==> config.mk <==
export PLATFORM = sky130hd
export DESIGN_NAME = ipt_lookup
export DESIGN_NICKNAME = d
export VERILOG_FILES = /design/src/rtl/ipt_pkg.sv /design/src/rtl/ipt_hash.sv /design/src/rtl/ipt_anchor.sv /design/src/rtl/ipt_slots.sv /design/src/rtl/ipt_walker.sv /design/src/rtl/ipt_lookup.sv
export SDC_FILE = /design/constraint.sdc
export NUM_CORES = 1
export LEC_CHECK = 0
export BUFFER_PORTS_ARGS = -buffer_cell sky130_fd_sc_hd__buf_2
export CAP_MARGIN = 30
export CORE_ASPECT_RATIO = 0.6
export CORE_MARGIN = 5
export CORE_UTILIZATION = 40
export DETAILED_ROUTE_END_ITERATION = 6
export PLACE_DENSITY = 0.63
export SKIP_CTS_REPAIR_TIMING = 1
export SLEW_MARGIN = 5
export SYNTH_ARGS = -nofsm -noshare
export SYNTH_HDL_FRONTEND = slang
export SYNTH_SLANG_ARGS = --single-unit
==> constraint.sdc <==
create_clock -name clk -period 4.85 [get_ports clk]
set_clock_uncertainty 0.1 [all_clocks]
set_input_delay 0.7275 -clock clk [delete_from_list [all_inputs] [get_ports clk]]
set_output_delay 0.7275 -clock clk [all_outputs]
set_load 0.01 [all_outputs]
==> src/rtl/ipt_pkg.sv <==
package ipt_pkg;
   typedef enum logic {
      WS_IDLE = 1'b0,
      WS_WALK = 1'b1
   } walk_state_e;
endpackage

==> src/rtl/ipt_hash.sv <==
module ipt_hash #(
   parameter int KEY_W = 12,
   parameter int BKT_W = 3
) (
   input  logic [KEY_W-1:0] key,
   output logic [BKT_W-1:0] bucket
);
   localparam int NCHUNK = (KEY_W + BKT_W - 1) / BKT_W;
   localparam int PAD_W  = NCHUNK * BKT_W;

   logic [PAD_W-1:0] padded;
   assign padded = PAD_W'(key);

   generate
      if (NCHUNK == 1) begin : g_direct
         assign bucket = padded[BKT_W-1:0];
      end else begin : g_fold
         always_comb begin
            bucket = '0;
            for (int i = 0; i < NCHUNK; i++) begin
               bucket = bucket ^ padded[i*BKT_W +: BKT_W];
            end
         end
      end
   endgenerate
endmodule

==> src/rtl/ipt_anchor.sv <==
module ipt_anchor #(
   parameter int BUCKETS = 8,
   parameter int FRAMES  = 16
) (
   input  logic                       clk,
   input  logic                       rst_n,
   input  logic [$clog2(BUCKETS)-1:0] lk_bkt,
   output logic                       lk_valid,
   output logic [$clog2(FRAMES)-1:0]  lk_head,
   input  logic [$clog2(BUCKETS)-1:0] in_bkt,
   output logic                       in_valid,
   output logic [$clog2(FRAMES)-1:0]  in_head,
   input  logic                       wr_en,
   input  logic [$clog2(FRAMES)-1:0]  wr_head
);
   localparam int FRAME_W = $clog2(FRAMES);

   logic               vld_arr  [BUCKETS];
   logic [FRAME_W-1:0] head_arr [BUCKETS];

   generate
      for (genvar b = 0; b < BUCKETS; b++) begin : g_bkt
         logic               vld_q;
         logic [FRAME_W-1:0] head_q;
         always_ff @(posedge clk) begin
            if (!rst_n) begin
               vld_q  <= 1'b0;
               head_q <= '0;
            end else if (wr_en && in_bkt == b) begin
               vld_q  <= 1'b1;
               head_q <= wr_head;
            end
         end
         assign vld_arr[b]  = vld_q;
         assign head_arr[b] = head_q;
      end
   endgenerate

   assign lk_valid = vld_arr[lk_bkt];
   assign lk_head  = head_arr[lk_bkt];
   assign in_valid = vld_arr[in_bkt];
   assign in_head  = head_arr[in_bkt];
endmodule

==> src/rtl/ipt_slots.sv <==
module ipt_slots #(
   parameter int FRAMES = 16,
   parameter int PID_W  = 4,
   parameter int VPN_W  = 8
) (
   input  logic                      clk,
   input  logic                      rst_n,
   input  logic                      wr_en,
   input  logic [$clog2(FRAMES)-1:0] wr_idx,
   input  logic [PID_W-1:0]          wr_pid,
   input  logic [VPN_W-1:0]          wr_vpn,
   input  logic [$clog2(FRAMES)-1:0] wr_next,
   input  logic                      wr_tail,
   input  logic [$clog2(FRAMES)-1:0] rd_idx,
   output logic [PID_W-1:0]          rd_pid,
   output logic [VPN_W-1:0]          rd_vpn,
   output logic [$clog2(FRAMES)-1:0] rd_next,
   output logic                      rd_tail
);
   localparam int FRAME_W = $clog2(FRAMES);

   logic [PID_W-1:0]   pid_arr  [FRAMES];
   logic [VPN_W-1:0]   vpn_arr  [FRAMES];
   logic [FRAME_W-1:0] next_arr [FRAMES];
   logic               tail_arr [FRAMES];

   generate
      for (genvar f = 0; f < FRAMES; f++) begin : g_slot
         logic [PID_W-1:0]   pid_q;
         logic [VPN_W-1:0]   vpn_q;
         logic [FRAME_W-1:0] next_q;
         logic               tail_q;
         always_ff @(posedge clk) begin
            if (!rst_n) begin
               pid_q  <= '0;
               vpn_q  <= '0;
               next_q <= '0;
               tail_q <= 1'b1;
            end else if (wr_en && wr_idx == f) begin
               pid_q  <= wr_pid;
               vpn_q  <= wr_vpn;
               next_q <= wr_next;
               tail_q <= wr_tail;
            end
         end
         assign pid_arr[f]  = pid_q;
         assign vpn_arr[f]  = vpn_q;
         assign next_arr[f] = next_q;
         assign tail_arr[f] = tail_q;
      end
   endgenerate

   assign rd_pid  = pid_arr[rd_idx];
   assign rd_vpn  = vpn_arr[rd_idx];
   assign rd_next = next_arr[rd_idx];
   assign rd_tail = tail_arr[rd_idx];
endmodule

==> src/rtl/ipt_walker.sv <==
module ipt_walker
   import ipt_pkg::*;
#(
   parameter int FRAMES = 16,
   parameter int PID_W  = 4,
   parameter int VPN_W  = 8
) (
   input  logic                      clk,
   input  logic                      rst_n,
   input  logic                      req_valid,
   input  logic [PID_W-1:0]          req_pid,
   input  logic [VPN_W-1:0]          req_vpn,
   output logic                      idle,
   input  logic                      anc_valid,
   input  logic [$clog2(FRAMES)-1:0] anc_head,
   output logic [$clog2(FRAMES)-1:0] cur_idx,
   input  logic [PID_W-1:0]          slot_pid,
   input  logic [VPN_W-1:0]          slot_vpn,
   input  logic [$clog2(FRAMES)-1:0] slot_next,
   input  logic                      slot_tail,
   output logic                      resp_valid,
   output logic                      resp_hit,
   output logic                      resp_err,
   output logic [$clog2(FRAMES)-1:0] resp_frame
);
   localparam int FRAME_W = $clog2(FRAMES);
   localparam logic [FRAME_W-1:0] STEP_CAP = FRAME_W'(FRAMES - 1);

   walk_state_e        state_q;
   logic [PID_W-1:0]   key_pid_q;
   logic [VPN_W-1:0]   key_vpn_q;
   logic [FRAME_W-1:0] cur_q;
   logic [FRAME_W-1:0] steps_q;
   logic               match;

   assign idle    = (state_q == WS_IDLE);
   assign cur_idx = cur_q;
   assign match   = (slot_pid == key_pid_q) && (slot_vpn == key_vpn_q);

   always_ff @(posedge clk) begin
      if (!rst_n) begin
         state_q    <= WS_IDLE;
         key_pid_q  <= '0;
         key_vpn_q  <= '0;
         cur_q      <= '0;
         steps_q    <= '0;
         resp_valid <= 1'b0;
         resp_hit   <= 1'b0;
         resp_err   <= 1'b0;
         resp_frame <= '0;
      end else begin
         resp_valid <= 1'b0;
         resp_hit   <= 1'b0;
         resp_err   <= 1'b0;
         resp_frame <= '0;
         case (state_q)
            WS_IDLE: begin
               if (req_valid) begin
                  key_pid_q <= req_pid;
                  key_vpn_q <= req_vpn;
                  if (anc_valid) begin
                     cur_q   <= anc_head;
                     steps_q <= '0;
                     state_q <= WS_WALK;
                  end else begin
                     resp_valid <= 1'b1;
                  end
               end
            end
            WS_WALK: begin
               if (match) begin
                  resp_valid <= 1'b1;
                  resp_hit   <= 1'b1;
                  resp_frame <= cur_q;
                  state_q    <= WS_IDLE;
               end else if (slot_tail) begin
                  resp_valid <= 1'b1;
                  state_q    <= WS_IDLE;
               end else if (steps_q == STEP_CAP) begin
                  resp_valid <= 1'b1;
                  resp_err   <= 1'b1;
                  state_q    <= WS_IDLE;
               end else begin
                  cur_q   <= slot_next;
                  steps_q <= steps_q + 1'b1;
               end
            end
            default: state_q <= WS_IDLE;
         endcase
      end
   end
endmodule

==> src/rtl/ipt_lookup.sv <==
module ipt_lookup #(
   parameter int FRAMES  = 16,
   parameter int BUCKETS = 8,
   parameter int PID_W   = 4,
   parameter int VPN_W   = 8
) (
   input  logic                      clk,
   input  logic                      rst_n,
   input  logic                      req_valid,
   output logic                      req_ready,
   input  logic [PID_W-1:0]          req_pid,
   input  logic [VPN_W-1:0]          req_vpn,
   output logic                      resp_valid,
   output logic                      resp_hit,
   output logic                      resp_err,
   output logic [$clog2(FRAMES)-1:0] resp_frame,
   input  logic                      ins_valid,
   output logic                      ins_ready,
   input  logic [$clog2(FRAMES)-1:0] ins_frame,
   input  logic [PID_W-1:0]          ins_pid,
   input  logic [VPN_W-1:0]          ins_vpn
);
   localparam int FRAME_W = $clog2(FRAMES);
   localparam int BKT_W   = $clog2(BUCKETS);
   localparam int KEY_W   = PID_W + VPN_W;

   generate
      if (FRAMES < 2 || (1 << FRAME_W) != FRAMES) begin : g_bad_frames
         $error("FRAMES must be a power of two, at least 2");
      end
      if (BUCKETS < 2 || (1 << BKT_W) != BUCKETS) begin : g_bad_buckets
         $error("BUCKETS must be a power of two, at least 2");
      end
      if (PID_W < 1 || VPN_W < 1) begin : g_bad_key
         $error("key fields must be at least one bit wide");
      end
   endgenerate

   logic [BKT_W-1:0]   req_bkt, ins_bkt;
   logic               lk_valid, in_valid;
   logic [FRAME_W-1:0] lk_head, in_head;
   logic [FRAME_W-1:0] cur_idx;
   logic [PID_W-1:0]   slot_pid;
   logic [VPN_W-1:0]   slot_vpn;
   logic [FRAME_W-1:0] slot_next;
   logic               slot_tail;
   logic               idle;
   logic               ins_fire;

   assign req_ready = idle;
   assign ins_ready = idle && !req_valid;
   assign ins_fire  = ins_valid && ins_ready;

   ipt_hash #(.KEY_W(KEY_W), .BKT_W(BKT_W)) u_req_hash (
      .key    ({req_pid, req_vpn}),
      .bucket (req_bkt)
   );

   ipt_hash #(.KEY_W(KEY_W), .BKT_W(BKT_W)) u_ins_hash (
      .key    ({ins_pid, ins_vpn}),
      .bucket (ins_bkt)
   );

   ipt_anchor #(.BUCKETS(BUCKETS), .FRAMES(FRAMES)) u_anchor (
      .clk      (clk),
      .rst_n    (rst_n),
      .lk_bkt   (req_bkt),
      .lk_valid (lk_valid),
      .lk_head  (lk_head),
      .in_bkt   (ins_bkt),
      .in_valid (in_valid),
      .in_head  (in_head),
      .wr_en    (ins_fire),
      .wr_head  (ins_frame)
   );

   ipt_slots #(.FRAMES(FRAMES), .PID_W(PID_W), .VPN_W(VPN_W)) u_slots (
      .clk     (clk),
      .rst_n   (rst_n),
      .wr_en   (ins_fire),
      .wr_idx  (ins_frame),
      .wr_pid  (ins_pid),
      .wr_vpn  (ins_vpn),
      .wr_next (in_head),
      .wr_tail (!in_valid),
      .rd_idx  (cur_idx),
      .rd_pid  (slot_pid),
      .rd_vpn  (slot_vpn),
      .rd_next (slot_next),
      .rd_tail (slot_tail)
   );

   ipt_walker #(.FRAMES(FRAMES), .PID_W(PID_W), .VPN_W(VPN_W)) u_walker (
      .clk        (clk),
      .rst_n      (rst_n),
      .req_valid  (req_valid),
      .req_pid    (req_pid),
      .req_vpn    (req_vpn),
      .idle       (idle),
      .anc_valid  (lk_valid),
      .anc_head   (lk_head),
      .cur_idx    (cur_idx),
      .slot_pid   (slot_pid),
      .slot_vpn   (slot_vpn),
      .slot_next  (slot_next),
      .slot_tail  (slot_tail),
      .resp_valid (resp_valid),
      .resp_hit   (resp_hit),
      .resp_err   (resp_err),
      .resp_frame (resp_frame)
   );
endmodule

# [After elaboration in Yosys (flattened, before gate mapping)]
# Cells that the tools add are included.
[classes] div=0 eq_ne=30 bitwise=11 addsub=1 muxes=49 n_lt_le_gt_ge=3 reduce_logical=36 shifts=0 n_mul=0
[op_table] cell="$mux W4" n=18
[op_table] cell="$eq A4 B4 Y1 const B" n=9
[op_table] cell="$bmux W4 S4" n=2
[op_table] cell="$bmux W8 S4" n=1
[op_table] cell="$logic_and A1 B1 Y1" n=27
[op_table] cell="$bmux W4 S3" n=2
[op_table] cell="$xor A3 B3 Y3" n=6
[op_table] cell="$mux W1" n=17
[op_table] cell="$eq A4 B3 Y1 const B" n=4
[op_table] cell="$mux W8" n=2
[op_table] cell="$pmux W4 S2" n=2
[op_table] cell="$eq A3 B3 Y1 const B" n=4
[op_table] cell="$ne A2 B2 Y1 const B" n=5
[op_table] cell="$eq A4 B2 Y1 const B" n=2
[op_table] cell="$eq A8 B8 Y1" n=1
[op_table] cell="$ge A4 B4 Y1 const B" n=2
[op_table] cell="$not A3 Y4" n=2
[op_table] cell="$bmux W1 S3" n=2
[op_table] cell="$eq A3 B2 Y1 const B" n=2
[op_table] cell="$ge A5 B5 Y1 const B" n=1
[op_table] cell="$not A4 Y5" n=1
[op_table] cell="$reduce_and A5 Y1" n=1
[op_table] cell="$add A4 B1 Y4 const B" n=1
[op_table] cell="$bmux W1 S4" n=1
[op_table] cell="other kinds (11)" n=15
[word_totals] output_inout_bits=9 in_bits=32 regBits=340 word_cells=219 ram_bits=0 latch_bits=0 mem_bits_ro=0 memories=0

# [Depth between registers and ports, before layout]
# Gate-level depths: netlist of run 1.
[depth] depth_word=10 mapped_depth=13 depth_no_buf=8

# [Hierarchy]
# Synthesis of run 1 repeated with hierarchy kept, for this count alone.
[hier_totals] hier_cells=1769 hier_area_um2=16667.2
[modules_own_cells] module="ipt_slots" area_per_inst_um2=13056.3 seq_area_each_um2=5445.2 instances=1 cells_per_inst=1432
[modules_own_cells] module="ipt_anchor" area_per_inst_um2=2182.1 seq_area_each_um2=800.8 instances=1 cells_per_inst=173
[modules_own_cells] module="ipt_walker" area_per_inst_um2=1252.5 seq_area_each_um2=560.5 instances=1 cells_per_inst=143
[modules_own_cells] module="ipt_hash" area_per_inst_um2=78.8 seq_area_each_um2=0.0 instances=2 cells_per_inst=9
[modules_own_cells] module="ipt_lookup" area_per_inst_um2=18.8 seq_area_each_um2=0.0 instances=1 cells_per_inst=3

# [Worst setup path before layout of run 1]
# OpenSTA, ideal clock, no wires.
[synth_timing] path_kind="input to register" startpoint="in ins_vpn[0]" endpoint="reg u_slots.g_slot[10].next_q[0]" arrival_time_ps=3317 stages=9 required_time_ps=4634 setup_slack_ps=1316 path_cell_list="clkbuf_1 xor2_1 xnor2_1 buf_2 mux4_2 mux2i_1 clkbuf_1 nand2_1 o211a_1"
[synth_between] elab_chain_cells=7
[synth_lines] item="start, declared" line="ipt_lookup.sv:21" text="input logic [VPN_W-1:0] ins_vpn"
[synth_lines] item="$xor A3 B3 Y3 (3 in series)" line="ipt_hash.sv:21" text="bucket = bucket ^ padded[i*BKT_W +: BKT_W];"
[synth_lines] item="$not A3 Y4 (not written as such)" line="ipt_anchor.sv:42" text="assign in_head = head_arr[in_bkt];"
[synth_lines] item="$bmux W4 S3" line="ipt_anchor.sv:42"
[synth_lines] item="$mux W4 (not written as such) (2 in series)" line="ipt_anchor.sv:42"
[synth_lines] item="end signal, assigned" line="ipt_slots.sv:42" text="next_q <= wr_next;"
[synth_lines] item="end, declared" line="ipt_slots.sv:31" text="logic [FRAME_W-1:0] next_q;"
# No other way between the ends. The select of a mux whose other input is x is not followed.
# A chain may end at the register's enable or synchronous reset.

# [Final worst setup path of run 1]
[layout_timing] startpoint="reg u_walker.cur_q[1], in the netlist u_walker.cur_idx[1]" endpoint="reg u_walker.cur_q[3], in the netlist u_walker.cur_idx[3]"
[layout_between] elab_chain_cells=8 elab_cells_between_ends=23 classes_between="eq/ne (4); mux (16); bitwise (1); reduce/logical (2)"
[layout_lines] item="start, declared" line="ipt_walker.sv:32" text="logic [FRAME_W-1:0] cur_q;"
[layout_lines] item="start signal, assigned" line="ipt_walker.sv:62" text="cur_q <= anc_head;"
[layout_lines] item="start signal, assigned" line="ipt_walker.sv:84" text="cur_q <= slot_next;"
[layout_lines] item="$not A4 Y5 (not written as such) (*)"
[layout_lines] item="$bmux W8 S4 (tied with other cells)" line="ipt_slots.sv:54" text="assign rd_vpn = vpn_arr[rd_idx];"
[layout_lines] item="$mux W8 (not written as such) (tied with other cells) (2 in series)" line="ipt_slots.sv:54"
[layout_lines] item="$eq A8 B8 Y1 (tied with other cells)" line="ipt_walker.sv:38" text="assign match = (slot_pid == key_pid_q) && (slot_vpn == key_vpn_q);"
[layout_lines] item="$logic_and A1 B1 Y1 / $mux W4 (equally long branches)" line="ipt_walker.sv:38, ipt_walker.sv:76"
[layout_lines] item="$ne A2 B2 Y1 (no source line) / $mux W4 (equally long branches)"
[layout_lines] item="$reduce_and A5 Y1 (no source line) / $pmux W4 S2 (equally long branches)"
# Every way passes the cells marked *; elsewhere a longest branch is shown, timed or not. The select of a mux whose other input is x is not followed.

==> reports/qor.txt, run 1 <==
I/O pin total: 41
Number of H-tree levels: 1
Vias per cell: 5.687
Share of cells above drive strength 1: 13.32%
Max cap viols: 0
Xor/xnor share of the synthesized area: 1.715%
Total number of vias: 12,500
Post-synth top area cell: dfxtp_1
CTS Root Cell: clkbuf_16
Final setup viols: 0
CTS tree: yes
Combinational family with the most area after synthesis: multiplexers
Largest net degree at the start of global routing: 156
CP Buf/Inv Count: 0
Seq cells post-synth: 340
Req. time, crit path: 5250 ps
Final Hold Viols: 0
CTS clk-pin slew, worst paths: 70 ps
Largest fanout on the critical path: 44
Register-to-Register Path Depth: 7
Die Width: 266.9 um
Max frequency: 254.4 MHz
Die H: 164.1 um
Top-count cell post-synth: nand2_1
Crit Path Class: flop to flop
Slew @ Worst Pin: 1009 ps
Mapped Area: 15,830 um^2
Max Root-Sink Buffers: 3
Top-area cell type share of the netlist area: 42.99%
Global-route wire length before repair: 71.82 mm
Core Rows: 56
Initial antenna violation count: 1
Cell depth of the worst setup path: 7
Crit path from: u_walker.cur_idx[1]
Post-Syn Instances: 1,691
Critical Path Sink: u_walker.cur_idx[3]
Syn_area_per_cell: 9.364 um^2
Status: finished clean
Hold Path Class: input port to flop
Util after Layout: 44.63%
Input/output buffers: 40
Slowest cell on crit path: dfxtp_4
Skew-Pair Late Insertion Delay: 600 ps
CTS Buf Count: 31
CP delay by family, top: multiplexers
# fillers: 3,727
Final nets: 1,684
Total clock sinks: 340
Synthesized Nets: 1,724
Antenna Nets Post-Route: 0
Starting Density: 40.50%
GRT Total Usage: 21.05%
Final wirelength: 47.16 mm
Post-synth ARST share: 0%
DR iter-0 viols: 1,399
Vias in the first global route: 11,670
Mux cell area share after synthesis: 17.52%
Die footprint: 43,790 um^2
DRC viols: 0
Synth area leaders: dfxtp_1 43%, nand2_1 13%, mux4_2 11%, a21boi_0 10%, mux2i_1 6.1%
Power density over cell area: 333.7 nW/um^2
Synth Area in Compound Gates: 16.63%
Commonest cells in the netlist: 529 x nand2_1, 340 x dfxtp_1, 210 x a21boi_0, 128 x clkbuf_1, 96 x mux2i_1
Worst r2r src: u_walker.cur_idx[1]
Leak: 0.006764 uW
Multi-input gate area in the final layout: 8411 um^2
Core Region: 39,100 um^2
WL/cell: 21.47 um
Netlist cell types: 51
CP Cell Sequence: mux4_2 -> mux4_2 -> xnor2_1 -> o2111ai_1 -> o41a_1 -> a21boi_4 -> mux2i_1
Fin Setup TNS: 0 ps
Max incr delay on CP: 870 ps
Worst setup margin: 918.9 ps
R2r setup slk: 920 ps
Reg2reg end: u_walker.cur_idx[3]
Pins Over Slew Limit: 0
Hpwl dp: 31.11 mm
Placement Setup Slack: 992.8 ps
Minimum clock period: 3931 ps
Final GP Congestion: 0.8385
Simple-gate area share of the yosys netlist: 16.96%
Maximum vdd drop: 241.8 uV
CP Launch Type: flop
Primary FF master, synth: dfxtp_1
Area grow syn2layout: 10.20%
Crit path capture type: flop
Overflow after GRT: 0
EDFF count, synth: 0
CP dominant cell by count: mux4_2
Synth warnings: 0
Register area: 6815 um^2
Unrepaired setup endpoints after global routing: false
Post-synthesis sequential area ratio: 42.99%
Adder-cell share of the synthesized area: 0.07902%
DR pass1 iterations: 6
Critical Path AT: 4330 ps
Worst slew margin: 32.28%
Period Utilization, post-route: 81.05%
power breakdown:
| part | total [uW] | internal (uW) | switching [uW] |
|---|---|---|---|
| Combinational | 443 | 171 | 272 |
| Sequential | 2860 | 2830 | 33.5 |
| Clock | 2520 | 1410 | 1110 |
| Total | 5820 | 4410 | 1420 |
flip-flops by register name, indices dropped and copies added (netlist names):
register / cells
u_anchor.g_bkt.head_q: 32
u_anchor.g_bkt.vld_q: 8
u_slots.g_slot.next_q: 64
u_slots.g_slot.pid_q: 64
u_slots.g_slot.tail_q: 16
u_slots.g_slot.vpn_q: 128
u_walker.cur_idx: 4
u_walker.key_pid_q: 4
u_walker.key_vpn_q: 8
u_walker.resp_err: 1
u_walker.resp_frame: 4
u_walker.resp_hit: 1
u_walker.resp_valid: 1
u_walker.state_q: 1
u_walker.steps_q: 4
logic make-up after synthesis:
group | after synthesis
buffers and inverters | 160
AND/OR/NAND/NOR | 652
AO/OA/AOI/OAI | 329
adder cells (fa/ha/maj) | 1
flip-flops | 340
multiplexers | 178
XOR/XNOR | 31
per-stage QoR:
| stage | cells | cell area (um^2) | hold WS, ps | power, uW |
|---|---|---|---|---|
| CTS | 2194 | 17430 | 282.6 | 5857 |
| floorplan | 1691 | 15830 | 340.2 | 3210 |
| global placement | 2138 | 16400 | 346.8 | 3351 |
| detailed placement | 2138 | 16400 | 355.3 | 3356 |
| finish | 2197 | 17450 | 307.1 | 5824 |
| global route | 2197 | 17450 | 302.4 | 6022 |
layout make-up:
cell class / count / share of cell area, %
Sequential cell: 340 / 39.06
Inverter: 9 / 0.1936
Antenna cell: 1 / 0.01434
Clock buffer: 41 / 4.948
Clock inverter: 15 / 0.9178
Tap cell: 522 / 3.743
Timing Repair Buffer: 78 / 2.926
Multi-Input combinational cell: 1191 / 48.20
placed cells by master (no fill, tap or decap), types with 21 or more instances in the layout:
| master | synthesis | routed |
|---|---|---|
| nand2_1 | 529 | 529 |
| dfxtp_1 | 340 | 337 |
| a21boi_0 | 210 | 210 |
| mux2i_1 | 96 | 96 |
| mux4_2 | 79 | 79 |
| o211a_1 | 64 | 64 |
| nor2b_1 | 44 | 44 |
| buf_2 | 11 | 39 |
| buf_4 | 2 | 36 |
| clkbuf_16 | 0 | 31 |
| nor2_1 | 25 | 25 |
| xnor2_1 | 23 | 21 |
| o211ai_1 | 21 | 21 |
worst min path at each step:
stage                                start                     endpoint  slack [ps]  depth (start not counted)
2_1_floorplan  u_slots.g_slot[12].pid_q[2]  u_slots.g_slot[12].pid_q[2]         340                          2
4_1_cts                         req_vpn[4]        u_walker.key_vpn_q[4]         280                          3
3_3_place_gp    u_slots.g_slot[7].pid_q[2]   u_slots.g_slot[7].pid_q[2]         350                          2
3_5_place_dp   u_slots.g_slot[10].vpn_q[7]  u_slots.g_slot[10].vpn_q[7]         360                          2
5_1_grt                         req_pid[3]        u_walker.key_pid_q[3]         300                          3
6_report                        req_pid[3]        u_walker.key_pid_q[3]         310                          3
per-layer routing:
layer	global-route usage, %	part of all wire, %	wire length, um
met3	4.028	8.2	3879
met1	31.89	48	22520
met4	4.257	2.1	998
met2	31.43	42	19760
met5	0	0	0
worst reg2reg max path, stage by stage, from the launching register on:
cell and delay (ps):
dfxtp_4 870, mux4_2 660, mux4_2 490, xnor2_1 390, o2111ai_1 260, o41a_1 530
a21boi_4 340, mux2i_1 220
Power figures use the tool's default switching activity.
==> run 2: changes to the inputs <==
==> constraint.sdc (replaced) <==
create_clock -name clk -period 4 [get_ports clk]
set_clock_uncertainty 0.1 [all_clocks]
set_input_delay 0.6 -clock clk [delete_from_list [all_inputs] [get_ports clk]]
set_output_delay 0.6 -clock clk [all_outputs]
set_load 0.01 [all_outputs]
==> run 2 against run 1 <==
  * Total power is 24% higher
  * Critical path depth is 1 higher
  * Sequential power is 21% higher
  * Setup slack worse by 670 ps
  * Core utilization is 0.49 points higher
  * First-iteration DRC count is 12% lower
  * Hold slack worse by 54 ps
  * Via count is 0.21% lower
  * Fmax is 4.8% higher
  * Count of clock-buffer cells in the layout is 4 higher
  * Combinational power is 25% higher
  * Die area stayed put
  * Critical path type unchanged
  * Critical endpoint is now u_walker.steps_q[2]
==> reports/qor.txt, run 2 (synthesis gave the netlist of run 1 again) <==
Global-route wire length before repair: 74.26 mm
Area grow syn2layout: 11.40%
I/O pin total: 41
Hpwl dp: 32.77 mm
Antenna Nets Post-Route: 0
Power density over cell area: 409.0 nW/um^2
Worst r2r src: u_walker.cur_idx[0]
Vias per cell: 5.632
Vias in the first global route: 11,910
CTS tree: yes
Share of cells above drive strength 1: 14.24%
CP Buf/Inv Count: 0
Placed insts: 2,154
Max frequency: 266.6 MHz
Max Root-Sink Buffers: 3
DR iter-0 viols: 1,228
Crit Path Class: flop to flop
Final nets: 1,701
Largest register FFs: 128
Die footprint: 43,790 um^2
Minimum clock period: 3751 ps
CP Cell Sequence: nor2b_1 -> a22o_1 -> or3_1 -> nand3b_1 -> mux4_2 -> o41ai_1 -> o21ai_0 -> a31o_1
Die H: 164.1 um
Hold Path Class: input port to flop
Fin Setup TNS: 0 ps
Total clock sinks: 340
Maximum vdd drop: 220.3 uV
Hold Crit Start: req_vpn[5]
Number of H-tree levels: 2
CTS Buf Count: 34
Reg2reg end: u_walker.steps_q[2]
Leak: 0.006856 uW
Register area: 6815 um^2
Total number of vias: 12,470
Hold path depth: 3
Unrepaired setup endpoints after global routing: false
WL/cell: 21.84 um
Period Utilization, post-route: 93.77%
Starting Density: 40.50%
Register-to-Register Path Depth: 8
Input/output buffers: 40
CP Launch Type: flop
# fillers: 3,692
Die Width: 266.9 um
Pins Over Slew Limit: 0
Core Rows: 56
Multi-input gate area in the final layout: 8411 um^2
Final Hold Viols: 0
CTS clk-pin slew, worst paths: 70 ps
Worst slew margin: 37.42%
DRC viols: 0
Crit path capture type: flop
Max cap viols: 0
DR pass1 iterations: 5
Overflow after GRT: 0
Status: finished clean
Final GP Congestion: 0.9026
Commonest cells after routing, fill and taps aside: 529 x nand2_1, 337 x dfxtp_1, 210 x a21boi_0
Max incr delay on CP: 760 ps
Endpoint, Worst Hold: u_walker.key_vpn_q[5]
Most flops, register: u_slots.g_slot.vpn_q
Leading cell type in the layout, fill and taps excluded: nand2_1
Largest net degree at the start of global routing: 148
Initial antenna violation count: 0
CTS Root Cell: clkbuf_16
GRT Total Usage: 21.83%
Final setup viols: 0
Largest fanout on the critical path: 21
Area after DPL: 16,540 um^2
Final wirelength: 48.35 mm
Final std cells w/o fill: 2,214
Hold WS: 253.5 ps
Slew @ Worst Pin: 936.1 ps
Largest regs: u_slots.g_slot.vpn_q (128), u_slots.g_slot.next_q (64), u_slots.g_slot.pid_q (64)
CP delay by family, top: compound AO/OA/AOI/OAI gates
Skew-Pair Late Insertion Delay: 530 ps
Req. time, crit path: 4320 ps
R2r setup slk: 250 ps
Slowest cell on crit path: nor2b_1
Critical Path AT: 4070 ps
ANT cells: 0
Finished Cell Area: 17,640 um^2
Core Region: 39,100 um^2
-- run 2: cell count changes in the layout (fill, tap and decap cells not counted) --
cell        previous run  this run
buf_4                 36        49
clkbuf_16             31        35
clkinvlp_4             1         5
clkinv_2               9         6
bufinv_16              3         1
buf_12                 1         2
buf_6                  1         0
buf_8                  0         1
clkinv_8               0         1
diode_2                1         0
-- run 2: worst max-delay path by stage --
stage / startpoint / depth (start not counted) / end / slack, ps
after floorplan: ins_vpn[0] / 9 / u_slots.g_slot[10].next_q[0] / 590
after global placement: u_walker.cur_idx[0] / 8 / u_walker.cur_idx[0] / 400
after detailed placement: u_walker.cur_idx[0] / 8 / u_walker.steps_q[3] / 370
after CTS: u_walker.cur_idx[0] / 8 / u_walker.steps_q[3] / 350
after global routing: u_walker.cur_idx[0] / 8 / u_walker.steps_q[2] / 5
final: u_walker.cur_idx[0] / 8 / u_walker.steps_q[2] / 250
-- run 2: layout make-up --
| type | count | share of cell area, % |
|---|---|---|
| Clock buffer | 45 | 5.462 |
| Inverter | 9 | 0.1915 |
| Multi-Input combinational cell | 1191 | 47.68 |
| Clock inverter | 15 | 0.7448 |
| Tap cell | 522 | 3.703 |
| Timing Repair Buffer | 92 | 3.582 |
| Sequential cell | 340 | 38.64 |
-- run 2: metal layers --
layer / part of all wire [%] / vias to the layer above / global-route usage (%)
met5: 0 / - / 0
met1: 48 / 6167 / 33.40
met3: 8.6 / 68 / 5.046
li1: - / 5769 / -
met4: 1.7 / 0 / 4.373
met2: 41 / 465 / 31.52
-- run 2: metrics by stage --
stage                     utilization (%)  power [uW]  worst slack, ps
after CTS                           45.12        7258            348.0
final                               45.12        7214            249.1
after floorplan                         -        3892            594.0
after detailed placement            42.32        4091            368.7
after global routing                45.12        7449            4.564
after global placement              42.28        4074            401.2
-- run 2: power by group --
part	internal, uW	total [uW]	switching [uW]
clock network	1780	3190	1410
registers	3430	3470	40.6
logic	216	555	339
total	5420	7210	1790
-- run 2: tightest hold or removal path, stage by stage --
cell      delay (ps)
buf_2            120
nand2_1           50
a21boi_0          60
==> run 3: changes to the inputs <==
--- a/config.mk
+++ b/config.mk
@@ -6,8 +6,7 @@
 export NUM_CORES = 1
 export LEC_CHECK = 0
 export BUFFER_PORTS_ARGS = -buffer_cell sky130_fd_sc_hd__buf_2
-export CAP_MARGIN = 30
-export CORE_ASPECT_RATIO = 0.6
+export CAP_MARGIN = 20
 export CORE_MARGIN = 5
 export CORE_UTILIZATION = 40
 export DETAILED_ROUTE_END_ITERATION = 6
==> run 3 against run 2 <==
  * Combinational power shrank 6.3%
  * Final area is essentially flat
  * Hold slack lost 12 ps
  * Critical path depth grew 1
  * Wire length shrank 7.1%
  * Total power grew 2.4%
  * First-iteration DRC count shrank 18%
  * Sequential power is essentially flat
==> reports/qor.txt, run 3 (synthesis gave the netlist of run 1 again) <==
Status: finished clean
Global-route wire length before repair: 70.12 mm
Minimum clock period: 3686 ps
Share of cells above drive strength 1: 13.50%
Req. time, crit path: 4340 ps
Max frequency: 271.3 MHz
Largest regs: u_slots.g_slot.vpn_q (128), u_slots.g_slot.next_q (64), u_slots.g_slot.pid_q (64)
Final nets: 1,692
I/O pin total: 41
Input/output buffers: 40
Worst slew margin: 31.19%
DR pass1 iterations: 5
Unrepaired setup endpoints after global routing: false
Vias in the first global route: 11,930
Final GP Congestion: 0.8444
Largest fanout on the critical path: 29
Die Width: 209.0 um
WL/cell: 20.42 um
Die H: 209.0 um
Skew-Pair Late Insertion Delay: 530 ps
# fillers: 3,668
CTS tree: yes
Antenna Nets Post-Route: 0
Pins Over Slew Limit: 0
Number of H-tree levels: 2
Die footprint: 43,660 um^2
Starting Density: 40.69%
Max cap viols: 0
CTS clk-pin slew, worst paths: 60 ps
Final Hold Viols: 0
DR iter-0 viols: 1,004
DRC viols: 0
CTS Buf Count: 36
Core Rows: 72
CTS Root Cell: clkbuf_16
CP Launch Type: flop
Fin Setup TNS: 0 ps
Vias per cell: 5.520
Maximum vdd drop: 209.0 uV
Leading cell type in the layout, fill and taps excluded: nand2_1
Crit path capture type: flop
ANT cells: 0
Crit Path Class: flop to flop
Largest register FFs: 128
Initial antenna violation count: 0
Slew @ Worst Pin: 1027 ps
Leak: 0.006851 uW
Final std cells w/o fill: 2,200
Hold path depth: 3
Largest net degree at the start of global routing: 136
Register-to-Register Path Depth: 9
Period Utilization, post-route: 92.14%
Total clock sinks: 340
Util after Layout: 45.31%
Final setup viols: 0
Hold Path Class: input port to flop
Total number of vias: 12,150
Max Root-Sink Buffers: 3
Placed insts: 2,139
Core Region: 38,920 um^2
GRT Total Usage: 20.15%
Hpwl dp: 28.65 mm
Critical Path AT: 4030 ps
Commonest cells after routing, fill and taps aside: 529 x nand2_1, 337 x dfxtp_1, 210 x a21boi_0
Area grow syn2layout: 11.37%
Final wirelength: 44.92 mm
Power density over cell area: 419.0 nW/um^2
Overflow after GRT: 0
Most flops, register: u_slots.g_slot.vpn_q
## run 3: cell type report
class	count	area (um^2)	share of cell area [%]
Multi-Input combinational cell	1191	8411	47.69
Sequential cell	340	6815	38.65
Clock buffer	50	1015	5.754
Tap cell	518	648.1	3.675
Timing Repair Buffer	81	554.3	3.143
Clock inverter	11	157.7	0.8940
Inverter	9	33.78	0.1916
## run 3: worst paths after layout
| path | startpoint | to | slack (ps) |
|---|---|---|---|
| setup / recovery | u_walker.cur_idx[1] | u_walker.cur_idx[0] | 310 |
| hold / removal | req_pid[2] | u_walker.key_pid_q[2] | 240 |
| hold reg to reg | u_slots.g_slot[4].vpn_q[6] | u_slots.g_slot[4].vpn_q[6] | 360 |
| setup reg to reg | u_walker.cur_idx[1] | u_walker.cur_idx[0] | 310 |
## run 3: worst max-delay path: stages (launching register included)
cell and delay (ps):
dfxtp_4 680, buf_4 370, nor2b_1 450, a22o_1 210
or3_1 130, nand3_1 90, mux4_2 530, o41a_1 450
a21boi_4 350, mux2i_1 230
## run 3: metrics by stage
stage | hold slack, ps | setup slack, ps | total power [uW] | cell area [um^2]
after floorplan | 340.2 | 594.0 | 3892 | 15830
after global placement | 347.9 | 425.1 | 4053 | 16460
after detailed placement | 353.3 | 350.7 | 4060 | 16460
after CTS | 219.8 | 312.5 | 7430 | 17630
after global routing | 242.1 | 77.33 | 7617 | 17630
final | 241.7 | 314.3 | 7389 | 17630
## run 3: where the power goes
group	internal [uW]	switching (uW)
combinational	205	315
sequential	3430	38.2
clock	2030	1370
total	5660	1730
## run 3: layer usage
metal	track usage, %	wire, um
met2	32.73	20900
met4	5.288	1028
met5	0	0
met3	3.344	2807
met1	28.09	20190
